===== src/rtl/ssp_pkg.sv =====
package ssp_pkg;
  // Word length in bits for each cfg_wlen code.
  function automatic int unsigned wl_bits(input logic [1:0] code);
    case (code)
      2'd0:    return 8;
      2'd1:    return 12;
      2'd2:    return 16;
      default: return 24;
    endcase
  endfunction
endpackage


===== src/rtl/ssp_framer.sv =====
module ssp_framer #(
  parameter int CW   = 5,
  parameter bit RISE = 1'b1
) (
  input  logic          clk,
  input  logic          rst_n,
  input  logic          sck,
  input  logic          fs_act,
  input  logic          bit_fmt,
  input  logic [CW-1:0] wl,
  output logic          first,
  output logic          nxt,
  output logic          last
);
  logic          sck_q;
  logic          arm_q, arm_d;
  logic [CW-1:0] cnt_q, cnt_d;
  logic          ev, go;

  always_comb begin
    ev    = RISE ? (sck & ~sck_q) : (~sck & sck_q);
    go    = bit_fmt ? arm_q : fs_act;
    arm_d = arm_q;
    cnt_d = cnt_q;
    first = 1'b0;
    nxt   = 1'b0;
    if (ev) begin
      arm_d = fs_act;
      if (cnt_q == '0) begin
        if (go) begin
          first = 1'b1;
          cnt_d = wl - 1'b1;
        end
      end else begin
        nxt   = 1'b1;
        cnt_d = cnt_q - 1'b1;
      end
    end
  end

  assign last = nxt && (cnt_q == CW'(1));

  always_ff @(posedge clk or negedge rst_n) begin
    if (!rst_n) begin
      sck_q <= 1'b0;
      arm_q <= 1'b0;
      cnt_q <= '0;
    end else begin
      sck_q <= sck;
      arm_q <= arm_d;
      cnt_q <= cnt_d;
    end
  end

  // remaining-bit count never reaches the word length
  p_cnt_bound_r5: assert property (@(posedge clk) disable iff (!rst_n)
    cnt_q < wl);
endmodule


===== src/rtl/ssp_tx_lane.sv =====
module ssp_tx_lane #(
  parameter int DW = 24,
  parameter int CW = 5
) (
  input  logic          clk,
  input  logic          rst_n,
  input  logic          en,
  input  logic          first,
  input  logic          nxt,
  input  logic [CW-1:0] wl,
  input  logic          wr,
  input  logic [DW-1:0] wdata,
  output logic          sd,
  output logic          empty,
  output logic          udr_hit
);
  logic [DW-1:0] data_q, data_d, sh_q, sh_d, lj;
  logic          sd_q, sd_d, emp_q, emp_d;

  assign lj = data_q << (CW'(DW) - wl);

  always_comb begin
    data_d = wr ? wdata : data_q;
    sh_d   = sh_q;
    sd_d   = sd_q;
    emp_d  = emp_q;
    if (!en) begin
      sd_d = 1'b0;
    end else if (first) begin
      sd_d = lj[DW-1];
      sh_d = lj << 1;
    end else if (nxt) begin
      sd_d = sh_q[DW-1];
      sh_d = sh_q << 1;
    end
    if (en && first) emp_d = 1'b1;
    if (wr)          emp_d = 1'b0;
  end

  assign udr_hit = en & first & emp_q;
  assign sd      = sd_q;
  assign empty   = emp_q;

  always_ff @(posedge clk or negedge rst_n) begin
    if (!rst_n) begin
      data_q <= '0;
      sh_q   <= '0;
      sd_q   <= 1'b0;
      emp_q  <= 1'b1;
    end else begin
      data_q <= data_d;
      sh_q   <= sh_d;
      sd_q   <= sd_d;
      emp_q  <= emp_d;
    end
  end

  // a write leaves the lane non-empty
  p_wr_fills_r12: assert property (@(posedge clk) disable iff (!rst_n)
    wr |=> !emp_q);
endmodule


===== src/rtl/ssp_port.sv =====
module ssp_port #(
  parameter int NTX = 3,
  parameter int DW  = 24
) (
  input  logic              clk,
  input  logic              rst_n,
  input  logic              cfg_sync,
  input  logic              cfg_fs_bit,
  input  logic              cfg_fs_mix,
  input  logic              cfg_fs_inv,
  input  logic [1:0]        cfg_wlen,
  input  logic              tx_sck,
  input  logic              tx_fs,
  input  logic              rx_sck,
  input  logic              rx_fs,
  input  logic              rx_sd,
  output logic [NTX-1:0]    tx_sd,
  input  logic [NTX-1:0]    tx_wr,
  input  logic [NTX*DW-1:0] tx_wdata,
  output logic [NTX-1:0]    tx_empty,
  output logic              tx_udr,
  input  logic              rx_rd,
  output logic [DW-1:0]     rx_data,
  output logic              rx_full,
  output logic              rx_ovr,
  output logic              tx_irq,
  output logic              rx_irq
);
  localparam int CW = $clog2(DW + 1);

  logic [1:0]     rs_q;
  logic           rst_s;
  logic [CW-1:0]  wl;
  logic           tfs_act, rfs_act, rsck;
  logic           tx_first, tx_nxt, tx_last;
  logic           rx_first, rx_nxt, rx_last;
  logic [NTX-1:0] lane_en, udr_hit;
  logic [DW-1:0]  rsh_q, rsh_d, rdat_q, rdat_d;
  logic           full_q, full_d, ovr_q, ovr_d, udr_q, udr_d;

  // reset: asserted at once, released through two flops
  always_ff @(posedge clk or negedge rst_n) begin
    if (!rst_n) rs_q <= 2'b00;
    else        rs_q <= {rs_q[0], 1'b1};
  end
  assign rst_s = rs_q[1];

  assign wl      = CW'(ssp_pkg::wl_bits(cfg_wlen));
  assign tfs_act = tx_fs ^ cfg_fs_inv;
  assign rsck    = cfg_sync ? tx_sck : rx_sck;
  assign rfs_act = (cfg_sync ? tx_fs : rx_fs) ^ cfg_fs_inv;

  ssp_framer #(.CW(CW), .RISE(1'b1)) u_tx_frm (
    .clk(clk), .rst_n(rst_s), .sck(tx_sck), .fs_act(tfs_act),
    .bit_fmt(cfg_fs_bit ^ cfg_fs_mix), .wl(wl),
    .first(tx_first), .nxt(tx_nxt), .last(tx_last));

  ssp_framer #(.CW(CW), .RISE(1'b0)) u_rx_frm (
    .clk(clk), .rst_n(rst_s), .sck(rsck), .fs_act(rfs_act),
    .bit_fmt(cfg_fs_bit), .wl(wl),
    .first(rx_first), .nxt(rx_nxt), .last(rx_last));

  for (genvar i = 0; i < NTX; i++) begin : g_lane
    assign lane_en[i] = (i == 0) ? 1'b1 : cfg_sync;
    ssp_tx_lane #(.DW(DW), .CW(CW)) u_lane (
      .clk(clk), .rst_n(rst_s), .en(lane_en[i]),
      .first(tx_first), .nxt(tx_nxt), .wl(wl),
      .wr(tx_wr[i]), .wdata(tx_wdata[i*DW +: DW]),
      .sd(tx_sd[i]), .empty(tx_empty[i]), .udr_hit(udr_hit[i]));
  end

  always_comb begin
    rsh_d  = rsh_q;
    rdat_d = rdat_q;
    full_d = full_q;
    ovr_d  = ovr_q;
    if (rx_rd) begin
      full_d = 1'b0;
      ovr_d  = 1'b0;
    end
    if (rx_first) rsh_d = {{(DW-1){1'b0}}, rx_sd};
    else if (rx_nxt) rsh_d = {rsh_q[DW-2:0], rx_sd};
    if (rx_last) begin
      rdat_d = {rsh_q[DW-2:0], rx_sd};
      full_d = 1'b1;
      if (full_q && !rx_rd) ovr_d = 1'b1;
    end
    udr_d = udr_q;
    if (|tx_wr)   udr_d = 1'b0;
    if (|udr_hit) udr_d = 1'b1;
  end

  always_ff @(posedge clk or negedge rst_s) begin
    if (!rst_s) begin
      rsh_q  <= '0;
      rdat_q <= '0;
      full_q <= 1'b0;
      ovr_q  <= 1'b0;
      udr_q  <= 1'b0;
    end else begin
      rsh_q  <= rsh_d;
      rdat_q <= rdat_d;
      full_q <= full_d;
      ovr_q  <= ovr_d;
      udr_q  <= udr_d;
    end
  end

  assign rx_data = rdat_q;
  assign rx_full = full_q;
  assign rx_ovr  = ovr_q;
  assign tx_udr  = udr_q;
  assign rx_irq  = full_q;
  assign tx_irq  = &(tx_empty | ~lane_en);

  // overrun only follows a pending word
  p_ovr_needs_full_r11: assert property (@(posedge clk) disable iff (!rst_n)
    $rose(rx_ovr) |-> $past(rx_full));
  // full rises only after the last receive bit
  p_full_from_word_r4: assert property (@(posedge clk) disable iff (!rst_n)
    $rose(rx_full) |-> $past(rx_last));
  // underrun rises only from a lane starting empty
  p_udr_source_r10: assert property (@(posedge clk) disable iff (!rst_n)
    $rose(tx_udr) |-> $past(|udr_hit));
  // after the final transmit bit no further bit of that word follows
  p_word_end_r5: assert property (@(posedge clk) disable iff (!rst_n)
    tx_last |=> !tx_nxt);
  if (NTX > 1) begin : g_idle_chk
    // extra lanes stay quiet in independent mode
    p_idle_lanes_r9: assert property (@(posedge clk) disable iff (!rst_n)
      (!cfg_sync && $past(!cfg_sync)) |-> (tx_sd[NTX-1:1] == '0));
  end
endmodule


===== config.mk =====
export PLATFORM = sky130hd
export DESIGN_NAME = ssp_port
export DESIGN_NICKNAME = d
export VERILOG_FILES = /design/src/rtl/ssp_pkg.sv /design/src/rtl/ssp_framer.sv /design/src/rtl/ssp_tx_lane.sv /design/src/rtl/ssp_port.sv
export SDC_FILE = /design/constraint.sdc
export NUM_CORES = 1
export LEC_CHECK = 0
export ABC_CLOCK_PERIOD_IN_PS = 7600
export BUFFER_PORTS_ARGS = -buffer_cell sky130_fd_sc_hd__buf_2
export CAP_MARGIN = 20
export CORE_MARGIN = 2
export CORE_UTILIZATION = 61
export DETAILED_ROUTE_END_ITERATION = 10
export GPL_TIMING_DRIVEN = 0
export PLACE_DENSITY = 0.9
export REMOVE_ABC_BUFFERS = 1
export SYNTH_ARGS = -nofsm -noshare
export SYNTH_HDL_FRONTEND = slang
export SYNTH_HIERARCHICAL = 1
export SYNTH_SLANG_ARGS = --single-unit

===== constraint.sdc =====
create_clock -name clk -period 7.6 [get_ports clk]
set_input_delay 1.9 -clock clk [delete_from_list [all_inputs] [get_ports clk]]
set_output_delay 1.9 -clock clk [all_outputs]
set_load 0.005 [all_outputs]

==> impl_metrics.csv, run 1 <==
group,metric,value,unit
die,die_x,152,µm
power,ir_drop,0.256,mV
cts,clockBufferDepth,3,
sta,max_slew_margin,37.5,%
die,rows,54,
sta,post-route-period-util,62.4,%
sta,clock_skew,0.0159,ns
cts,clock-sinks,213,
critical_path,crit_required,5.70,ns
global_route,grt_pass1_wl,55400,µm
route,drc,0,
die,io_pins,124,
sta,worst_pin_slew,0.938,ns
critical_path,path_class,"input pin to output port",
global_route,overflow,0,
placement,dpl.hpwl,23200,µm
cts,htree_levels,1,
sta,setup_tns,0,ns
finish,layout.nets,1480,
cts,cts_setup_buffers,0,
global_route,antenna_found_initial,0,
sta,final-max-slew-violation-count,0,
route,first_pass_iters,5,
global_route,grt_pass1_vias,10800,
placement,port_buffers,123,
yosys,postSynthAreaPerCell,10.5,µm²
placement,gp_congestion,0.943,
route,ant_nets,0,
sta,finalSetupViolations,0,
finish,area_delta_synth_final,12.8,%
route,routed_wl,33700,µm
sta,whs,0.269,ns
cts,cts-hold-fix-buffers,0,
global_route,grt_start_max_net_pins,70,
finish,fin_area,15100,µm²
critical_path,crit_arrival,2.84,ns
placement,dp.cells,1630,
placement,dpl-instance-area,14200,µm²
outcome,status,"complete, no violations",
sta,rsz0062_at_grt,"false",
die,initial_core_util,61.7,%
critical_path,critPathLaunchType,"input pin",
finish,drive_above_1_share,29.3,%
yosys,syn-instance-count,1274,
min_path,min_path_type,"register to async pin",
sta,fmax,211,MHz
cts,clkLatencyLatePin,0.54,ns
cts,cts_tree,"built",
route,num_vias,10800,
run,maxCapViolations,0,
critical_path,cp_max_fo,33,
power,total_power,3.90,mW
yosys,yosys_warnings,6,
cts,cts_buffers,24,
cts,cts.clk_slew.worst_paths,0.06,ns
yosys,syn_area,13400,µm²
critical_path,endpoint_kind,"output port",
power,power_density,258,nW/µm²
cts,cts_resized,0,
global_route,grt_use_total,28.7,%
die,dieArea,23100,µm²
power,power_leakage,6.61,nW
finish,n_fill_cell,1491,
finish,final_cell_count_no_fill,1680,
route,post_drt_wl_per_cell,20.1,µm
route,drtIter0Drc,1087,
die,die_height,152,µm
sta,finalWorstPathRequiredPeriod,4.74,ns
cts,clock-root-buffer,"clkbuf_16",
sta,hold_viol,0,
route,vias_per_cell,6.40,
die,coreArea,21700,µm²
-- layout by cell type, fill, tap and decap left out, drive strengths merged, types with 40 or more instances in the layout --
cell and count:
dfrtp 210, buf 139, mux2 139, nor2 118, o21ai 96, nand2 90
mux2i 79, a21oi 59, mux4 42, inv 40
-- area by class of cell --
class	instances	area (µm²)	share of cell area (%)
clock inverter	15	216	1.43
timing repair buffer	139	877	5.81
clock buffer	29	649	4.30
inverter	39	146	0.970
antenna	1	2.50	0.0166
multi-input combinational	964	7510	49.8
tap	280	350	2.32
sequential	213	5340	35.4
-- sequential cells by signal, indices dropped and copies added (netlist names) --
| register | flops |
|---|---|
| g_lane.u_lane/empty | 3 |
| g_lane.u_lane/data_q | 72 |
| u_rx_frm/arm_q | 1 |
| rs_q | 2 |
| g_lane.u_lane/sh_q | 69 |
| u_tx_frm/cnt_q | 5 |
| u_rx_frm/cnt_q | 5 |
| u_rx_frm/sck_q | 1 |
| tx_udr | 1 |
| u_tx_frm/sck_q | 1 |
| rsh_q | 23 |
| rx_ovr | 1 |
| u_tx_frm/arm_q | 1 |
| g_lane.u_lane/sd | 3 |
| rx_data | 24 |
| rx_full | 1 |
-- worst max-delay path: stages --
cell and delay, ns:
buf_2 0.59, a21boi_0 0.18, buf_2 0.17
-- worst paths after layout --
path,slack (ns),startpoint,cells past startpoint,to
worst max-delay path,2.86,cfg_sync,3,tx_irq
worst min-delay path,0.27,rs_q[1]$_DFF_PN0_,0,g_lane[0].u_lane/data_q[4]$_DFFE_PN0P_
worst max register to register,4.05,u_tx_frm/cnt_q[0]$_DFFE_PN0P_,8,g_lane[2].u_lane/sh_q[13]$_DFFE_PN0P_
worst min register to register,0.27,rs_q[1]$_DFF_PN0_,0,g_lane[0].u_lane/data_q[4]$_DFFE_PN0P_
max in group asynchronous,6.28,rs_q[1]$_DFF_PN0_,2,g_lane[1].u_lane/sd$_DFFE_PN0P_
min in group clk,0.35,rs_q[0]$_DFF_PN0_,0,rs_q[1]$_DFF_PN0_
-- power breakdown --
part           switching [mW]  internal (mW)  total (mW)
sequential              0.186           1.37        1.56
combinational           0.586          0.502        1.09
clock                   0.497          0.754        1.25
-- per-layer routing --
layer / routed length, µm / vias up / part of all wire [%] / GRT usage [%]
met5: 0 / - / 0 / 0
met4: 860 / 0 / 2.6 / 8.90
met3: 2320 / 85 / 6.9 / 4.71
met2: 16700 / 434 / 49 / 48.4
met1: 13900 / 5330 / 41 / 38.5
li1: - / 4906 / - / -
-- metrics by stage --
stage / setup slack [ns] / utilization, %
2_1_floorplan: 1.23 / -
3_3_place_gp: -0.932 / 64.3
5_1_grt: 2.80 / 69.6
4_1_cts: 2.88 / 69.4
3_5_place_dp: 2.71 / 65.4
6_report: 2.86 / 69.6
Note: power is estimated with default switching activity, not from simulation.
==> run 2: changes to the inputs <==
--- a/config.mk
+++ b/config.mk
@@ -5,14 +5,15 @@
 export SDC_FILE = /design/constraint.sdc
 export NUM_CORES = 1
 export LEC_CHECK = 0
-export ABC_CLOCK_PERIOD_IN_PS = 7600
+export ABC_AREA = 1
+export ABC_CLOCK_PERIOD_IN_PS = 3800
 export BUFFER_PORTS_ARGS = -buffer_cell sky130_fd_sc_hd__buf_2
 export CAP_MARGIN = 20
 export CORE_MARGIN = 2
-export CORE_UTILIZATION = 61
+export CORE_UTILIZATION = 55
 export DETAILED_ROUTE_END_ITERATION = 10
 export GPL_TIMING_DRIVEN = 0
-export PLACE_DENSITY = 0.9
+export PLACE_DENSITY = 0.86
 export REMOVE_ABC_BUFFERS = 1
 export SYNTH_ARGS = -nofsm -noshare
 export SYNTH_HDL_FRONTEND = slang
==> constraint.sdc (replaced) <==
create_clock -name clk -period 3.8 [get_ports clk]
set_input_delay 0.95 -clock clk [delete_from_list [all_inputs] [get_ports clk]]
set_output_delay 0.95 -clock clk [all_outputs]
set_load 0.005 [all_outputs]
==> run 2 against run 1 <==
Wire length decreased by 8.8%; count of clock-buffer cells in the layout increased by 2; critical path depth increased by 7; final area decreased by 3.8%; power increased by 97%; sequential power increased by 100%; critical path type is now input pin to register.
==> impl_metrics.csv, run 2 <==
group,metric,value,unit
run,maxCapViolations,0,
cts,cts.clk_slew.worst_paths,0.06,ns
critical_path,critPathLaunchType,"input pin",
global_route,grt_start_max_net_pins,73,
power,ir_drop,0.542,mV
yosys,postSynthAreaPerCell,7.67,µm²
die,initial_core_util,56.0,%
outcome,status,"complete, no violations",
sta,fmax,296,MHz
sta,clock_skew,0.0110,ns
sta,final-max-slew-violation-count,0,
route,drtIter0Drc,1251,
placement,port_buffers,123,
power,power_leakage,6.88,nW
yosys,syn-instance-count,1709,
power,p_sw,2.56,mW
critical_path,endpoint_kind,"register",
cts,clkLatencyLatePin,0.52,ns
sta,hold_viol,0,
sta,max_slew_margin,32.2,%
die,die_x,158,µm
die,die_height,158,µm
cts,cts-hold-fix-buffers,0,
power,p_sw_share,33.3,%
finish,final_cell_mix,"nand2_1, nand3_1, dfrtp_1",
placement,gp_congestion,0.917,
yosys,syn_area,13100,µm²
critical_path,crit_arrival,3.79,ns
global_route,overflow,0,
power,power_density,529,nW/µm²
critical_path,crit_required,4.22,ns
finish,largest_register,"g_lane.u_lane/data_q",
min_path,min_path_type,"input pin to async pin",
critical_path,path_class,"input pin to register",
yosys,yosys_warnings,6,
critical_path,r2r_slack,0.67,ns
finish,regArea,5340,µm²
route,drc,0,
global_route,grt_use_total,24.5,%
global_route,antenna_found_initial,0,
route,routed_wl,30800,µm
die,coreArea,23400,µm²
critical_path,cp_max_fo,30,
finish,diodes,0,
power,comb_power_share,26.6,%
cts,htree_levels,1,
power,p_clk_share,32.7,%
cts,cts_buffers,24,
finish,drive_above_1_share,18.3,%
finish,layout_commonest_cell,"nand2_1",
die,io_pins,124,
sta,rsz0062_at_grt,"false",
sta,finalWorstPathRequiredPeriod,3.38,ns
cts,clockBufferDepth,3,
route,num_vias,12000,
route,ant_nets,0,
placement,dpl-instance-area,13600,µm²
route,post_drt_wl_per_cell,14.5,µm
sta,finalSetupViolations,0,
cts,clock-sinks,213,
cts,cts_tree,"built",
finish,n_fill_cell,2084,
finish,multi_input_area,6860,µm²
finish,fin_area,14500,µm²
global_route,grt_pass1_wl,51000,µm
power,p_seq_share,40.7,%
die,dieArea,25100,µm²
sta,worst_pin_slew,1.02,ns
sta,post-route-period-util,88.8,%
cts,clock-root-buffer,"clkbuf_16",
power,p_int,5.12,mW
placement,dpl.hpwl,21300,µm
global_route,grt_pass1_vias,10900,
die,rows,56,
finish,largest_reg_flops,72,
route,vias_per_cell,5.66,
route,first_pass_iters,6,
finish,area_delta_synth_final,10.7,%
sta,whs,0.205,ns
finish,layout.nets,1884,
[run 2: layout make-up]
cell class                 count  area share (%)
clock inverter                13            1.19
multi-input combinational   1339            47.3
clock buffer                  31            4.81
sequential                   213            36.8
inverter                      79            2.22
tap                          319            2.75
timing repair buffer         128            4.99
[run 2: critical path, stage by stage]
cell	delay (ns)
buf_2	0.12
xor2_1	0.16
inv_1	0.07
o21ai_0	0.20
nand2_1	0.17
nor2_2	0.64
inv_1	0.70
nor2_8	0.41
a22oi_1	0.11
o21ai_0	0.25
[run 2: stage by stage]
step / setup TNS [ns] / std cells / util (%) / power, mW / setup WS (ns)
floorplan: -537.10 / 1631 / - / 4.61 / -2.57
global placement: -1040.63 / 2073 / 57.8 / 5.02 / -4.78
detailed placement: -19.61 / 2077 / 58.2 / 5.14 / -0.438
CTS: 0 / 2121 / 62.0 / 7.68 / 0.490
global route: 0 / 2122 / 62.0 / 8.19 / 0.177
finish: 0 / 2122 / 62.0 / 7.68 / 0.425
[run 2: routing by layer]
| layer | GRT usage, % | vias to the layer above | routed length (µm) |
|---|---|---|---|
| li1 | - | 5888 | - |
| met1 | 33.7 | 5688 | 13400 |
| met2 | 40.5 | 382 | 14900 |
| met3 | 3.92 | 59 | 1800 |
| met4 | 6.78 | 0 | 641 |
| met5 | 0 | - | 0 |
[run 2: power groups by stage]
stage                     sequential, mW  clock, mW  combinational [mW]
after floorplan                     3.11          0                1.51
after global placement              3.17          0                1.85
after detailed placement            3.15          0                1.99
after CTS                           3.12       2.56                2.00
after global routing                3.20       2.67                2.33
final                               3.13       2.51                2.04
[run 2: final timing paths]
check                                                   start                                   end  cells after the start
max in group asynchronous                   rs_q[1]$_DFF_PN0_    g_lane[1].u_lane/empty$_DFFE_PN1P_                      2
worst max-delay path                               cfg_fs_inv  g_lane[0].u_lane/sh_q[2]$_DFFE_PN0P_                     10
worst max register to register  u_tx_frm/cnt_q[0]$_DFFE_PN0P_  g_lane[0].u_lane/sh_q[2]$_DFFE_PN0P_                      8
worst min-delay path                                    rst_n                     rs_q[1]$_DFF_PN0_                      1
min in group clk                            rs_q[0]$_DFF_PN0_                     rs_q[1]$_DFF_PN0_                      0
worst min register to register              rs_q[1]$_DFF_PN0_               rx_data[17]$_DFFE_PN0P_                      0
[run 2: what timing repair did]
| item | CTS | global route |
|---|---|---|
| setup buffers | 0 | 0 |
| setup endpoints to repair | 3 | 0 |
| gates resized for setup | 1 | 0 |
==> run 3: changes to the inputs <==
--- a/config.mk
+++ b/config.mk
@@ -10,12 +10,11 @@
 export BUFFER_PORTS_ARGS = -buffer_cell sky130_fd_sc_hd__buf_2
 export CAP_MARGIN = 20
 export CORE_MARGIN = 2
-export CORE_UTILIZATION = 55
+export CORE_UTILIZATION = 54
 export DETAILED_ROUTE_END_ITERATION = 10
 export GPL_TIMING_DRIVEN = 0
-export PLACE_DENSITY = 0.86
+export PLACE_DENSITY = 0.85
 export REMOVE_ABC_BUFFERS = 1
 export SYNTH_ARGS = -nofsm -noshare
 export SYNTH_HDL_FRONTEND = slang
-export SYNTH_HIERARCHICAL = 1
 export SYNTH_SLANG_ARGS = --single-unit
==> run 3 against run 2 <==
Sequential cell count is the same; via count shrank 18%; sequential power shrank 3%; fmax grew 9.1%; final area shrank 12%; critical path type unchanged; non-clock buffer count grew 5; highest routed layer unchanged; count of clock-buffer cells in the layout grew 5; core utilization grew 0.68 points.
==> impl_metrics.csv, run 3 <==
group,metric,value,unit
sta,clock_skew,0.00917,ns
finish,diodes,0,
sta,max_slew_margin,37.5,%
yosys,syn_area,11200,µm²
cts,cts.clk_slew.worst_paths,0.05,ns
sta,whs,0.211,ns
finish,final_cell_mix,"nand2_1, dfrtp_1, inv_1",
yosys,synth_commonest_cells,"nand2_1, dfrtp_1, inv_1",
critical_path,path_class,"input pin to register",
yosys,synth-edff-count,0,
die,initial_core_util,55.1,%
route,num_vias,9867,
die,dieArea,21900,µm²
yosys,yosysUniqueCellTypes,37,
cts,cts_resized,0,
die,io_pins,124,
route,routed_wl,26400,µm
critical_path,critPathLaunchType,"input pin",
sta,final-max-slew-violation-count,0,
route,first_pass_iters,5,
finish,largest_reg_flops,72,
yosys,ys_seq_elements,213,
cts,clock-root-buffer,"clkbuf_16",
yosys,yosysMostFrequentCell,"nand2_1",
sta,finalWorstPathRequiredPeriod,3.09,ns
die,rows,52,
global_route,grt_start_max_net_pins,66,
global_route,overflow,0,
sta,finalSetupViolations,0,
cts,clkLatencyLatePin,0.52,ns
placement,port_buffers,123,
placement,post-place-ws,0.0850,ns
critical_path,cp_max_fo,58,
sta,hold_viol,0,
yosys,synth_flop_cell,"dfrtp_1",
global_route,grt_use_total,24.6,%
placement,gp_congestion,0.838,
yosys,synth_top_area_share,47.0,%
die,coreArea,20300,µm²
yosys,yosys-top-cells-area,"dfrtp_1, nand2_1, o21ai_0, nand3_1, inv_1",
cts,cts_tree,"built",
yosys,async_flop_share,100,%
finish,area_delta_synth_final,13.8,%
run,maxCapViolations,0,
critical_path,r2r_start,"u_tx_frm.cnt_q[0]$_DFFE_PN0P_",
outcome,status,"complete, no violations",
cts,cts_setup_buffers,0,
route,ant_nets,0,
finish,layout.nets,1672,
global_route,grt_pass1_wl,44900,µm
finish,drive_above_1_share,13.6,%
finish,final_cell_count_no_fill,1861,
finish,n_fill_cell,1726,
yosys,syn-instance-count,1516,
finish,layout_commonest_cell,"nand2_1",
critical_path,crit_required,4.20,ns
die,die_height,148,µm
cts,htree_levels,1,
cts,cts_buffers,24,
sta,setup_tns,0,ns
cts,clockBufferDepth,3,
yosys,yosysTopAreaCell,"dfrtp_1",
power,power_density,548,nW/µm²
placement,dp.cells,1818,
route,drtIter0Drc,831,
finish,regArea,5340,µm²
critical_path,endpoint_kind,"register",
global_route,grt_pass1_vias,9545,
route,post_drt_wl_per_cell,14.2,µm
die,die_x,148,µm
power,ir_drop,0.315,mV
sta,post-route-period-util,81.4,%
sta,setup_slack,0.706,ns
route,drc,0,
finish,largest_register,"g_lane.u_lane.data_q",
global_route,antenna_found_initial,0,
finish,postLayoutCoreUtil,62.7,%
finish,multi_input_area,4770,µm²
critical_path,crit_arrival,3.50,ns
sta,fmax,323,MHz
cts,clock-sinks,213,
sta,worst_pin_slew,0.935,ns
yosys,ys_seq_area_share,47.7,%
yosys,postSynthAreaPerCell,7.38,µm²
sta,rsz0062_at_grt,"false",
cts,cts-hold-fix-buffers,0,
critical_path,startpoint,"cfg_wlen[1]",
power,power_leakage,6.64,nW
min_path,min_path_type,"input pin to async pin",
yosys,yosys_warnings,0,
route,vias_per_cell,5.30,
placement,dpl.hpwl,16900,µm
-- run 3: cell count changes in the layout (fill, tap and decap cells not counted), moves of 14 or more --
cell,delta
nand2_2,-22
nand2_1,+130
inv_1,+98
nor2_1,-65
conb_1,-17
nand3_1,-275
o211ai_1,+14
o21ai_1,+16
o21ai_0,+124
mux2_2,-49
a21oi_1,-120
-- run 3: report_power, final --
part	switching (mW)	internal, mW	leakage (nW)	total, mW
Clock	0.926	1.47	0.403	2.39
Combinational	0.965	0.577	3.49	1.54
Sequential	0.291	2.75	2.75	3.04
-- run 3: per-layer routing --
metal | part of all wire, % | wire length, µm | track usage, %
met2 | 49 | 12800 | 41.7
met3 | 5.6 | 1480 | 3.33
met1 | 43 | 11400 | 33.3
met4 | 2.4 | 641 | 7.24
met5 | 0 | 0 | 0
-- run 3: worst paths after layout --
kind                                                            to  slack (ns)  cells past startpoint
max                          g_lane[2].u_lane.sh_q[19]$_DFFE_PN0P_        0.71                     11
min                                              rs_q[1]$_DFF_PN0_        0.21                      1
max reg2reg                   g_lane[2].u_lane.sh_q[2]$_DFFE_PN0P_        1.28                     10
min reg2reg                g_lane[0].u_lane.data_q[18]$_DFFE_PN0P_        0.29                      0
max in group asynchronous       g_lane[0].u_lane.empty$_DFFE_PN1P_        2.52                      2
min in group clk                                 rs_q[1]$_DFF_PN0_        0.35                      0
-- run 3: cell type report --
| cell class | instances | area share, % |
|---|---|---|
| Clock buffer | 36 | 5.79 |
| Clock inverter | 6 | 0.649 |
| Inverter | 163 | 4.86 |
| Multi-Input combinational cell | 1040 | 37.5 |
| Sequential cell | 213 | 41.9 |
| Tap cell | 270 | 2.65 |
| Timing Repair Buffer | 133 | 6.65 |
-- run 3: logic make-up after synthesis --
| kind of cell | after synthesis | synth area share [%] |
|---|---|---|
| AOI/OAI and AO/OA | 211 | 10.1 |
| xor gates and xnor gates | 3 | 0.235 |
| adders and majority gates | 8 | 0.895 |
| buffers and inverters | 263 | 9.89 |
| DFF | 213 | 47.7 |
| muxes | 20 | 2.01 |
| other | 1 | 0.0335 |
| and+or+nand+nor | 797 | 29.2 |
-- run 3: stage by stage --
step                      instance area, µm²  power, mW
after CTS                              12700       6.99
after detailed placement               11900       4.58
after global placement                 11700       4.47
after floorplan                        10700       4.09
after global routing                   12700       7.41
final                                  12700       6.98
-- run 3: worst max-delay path: stages --
cell and delay, ns:
buf_2 0.11, inv_1 0.11, ha_4 0.47, buf_12 0.30, clkinv_2 0.68, nand3_1 0.45, nand2_1 0.09, nand2_1 0.10
nand2_1 0.05, nand3_1 0.11, nand2_1 0.06
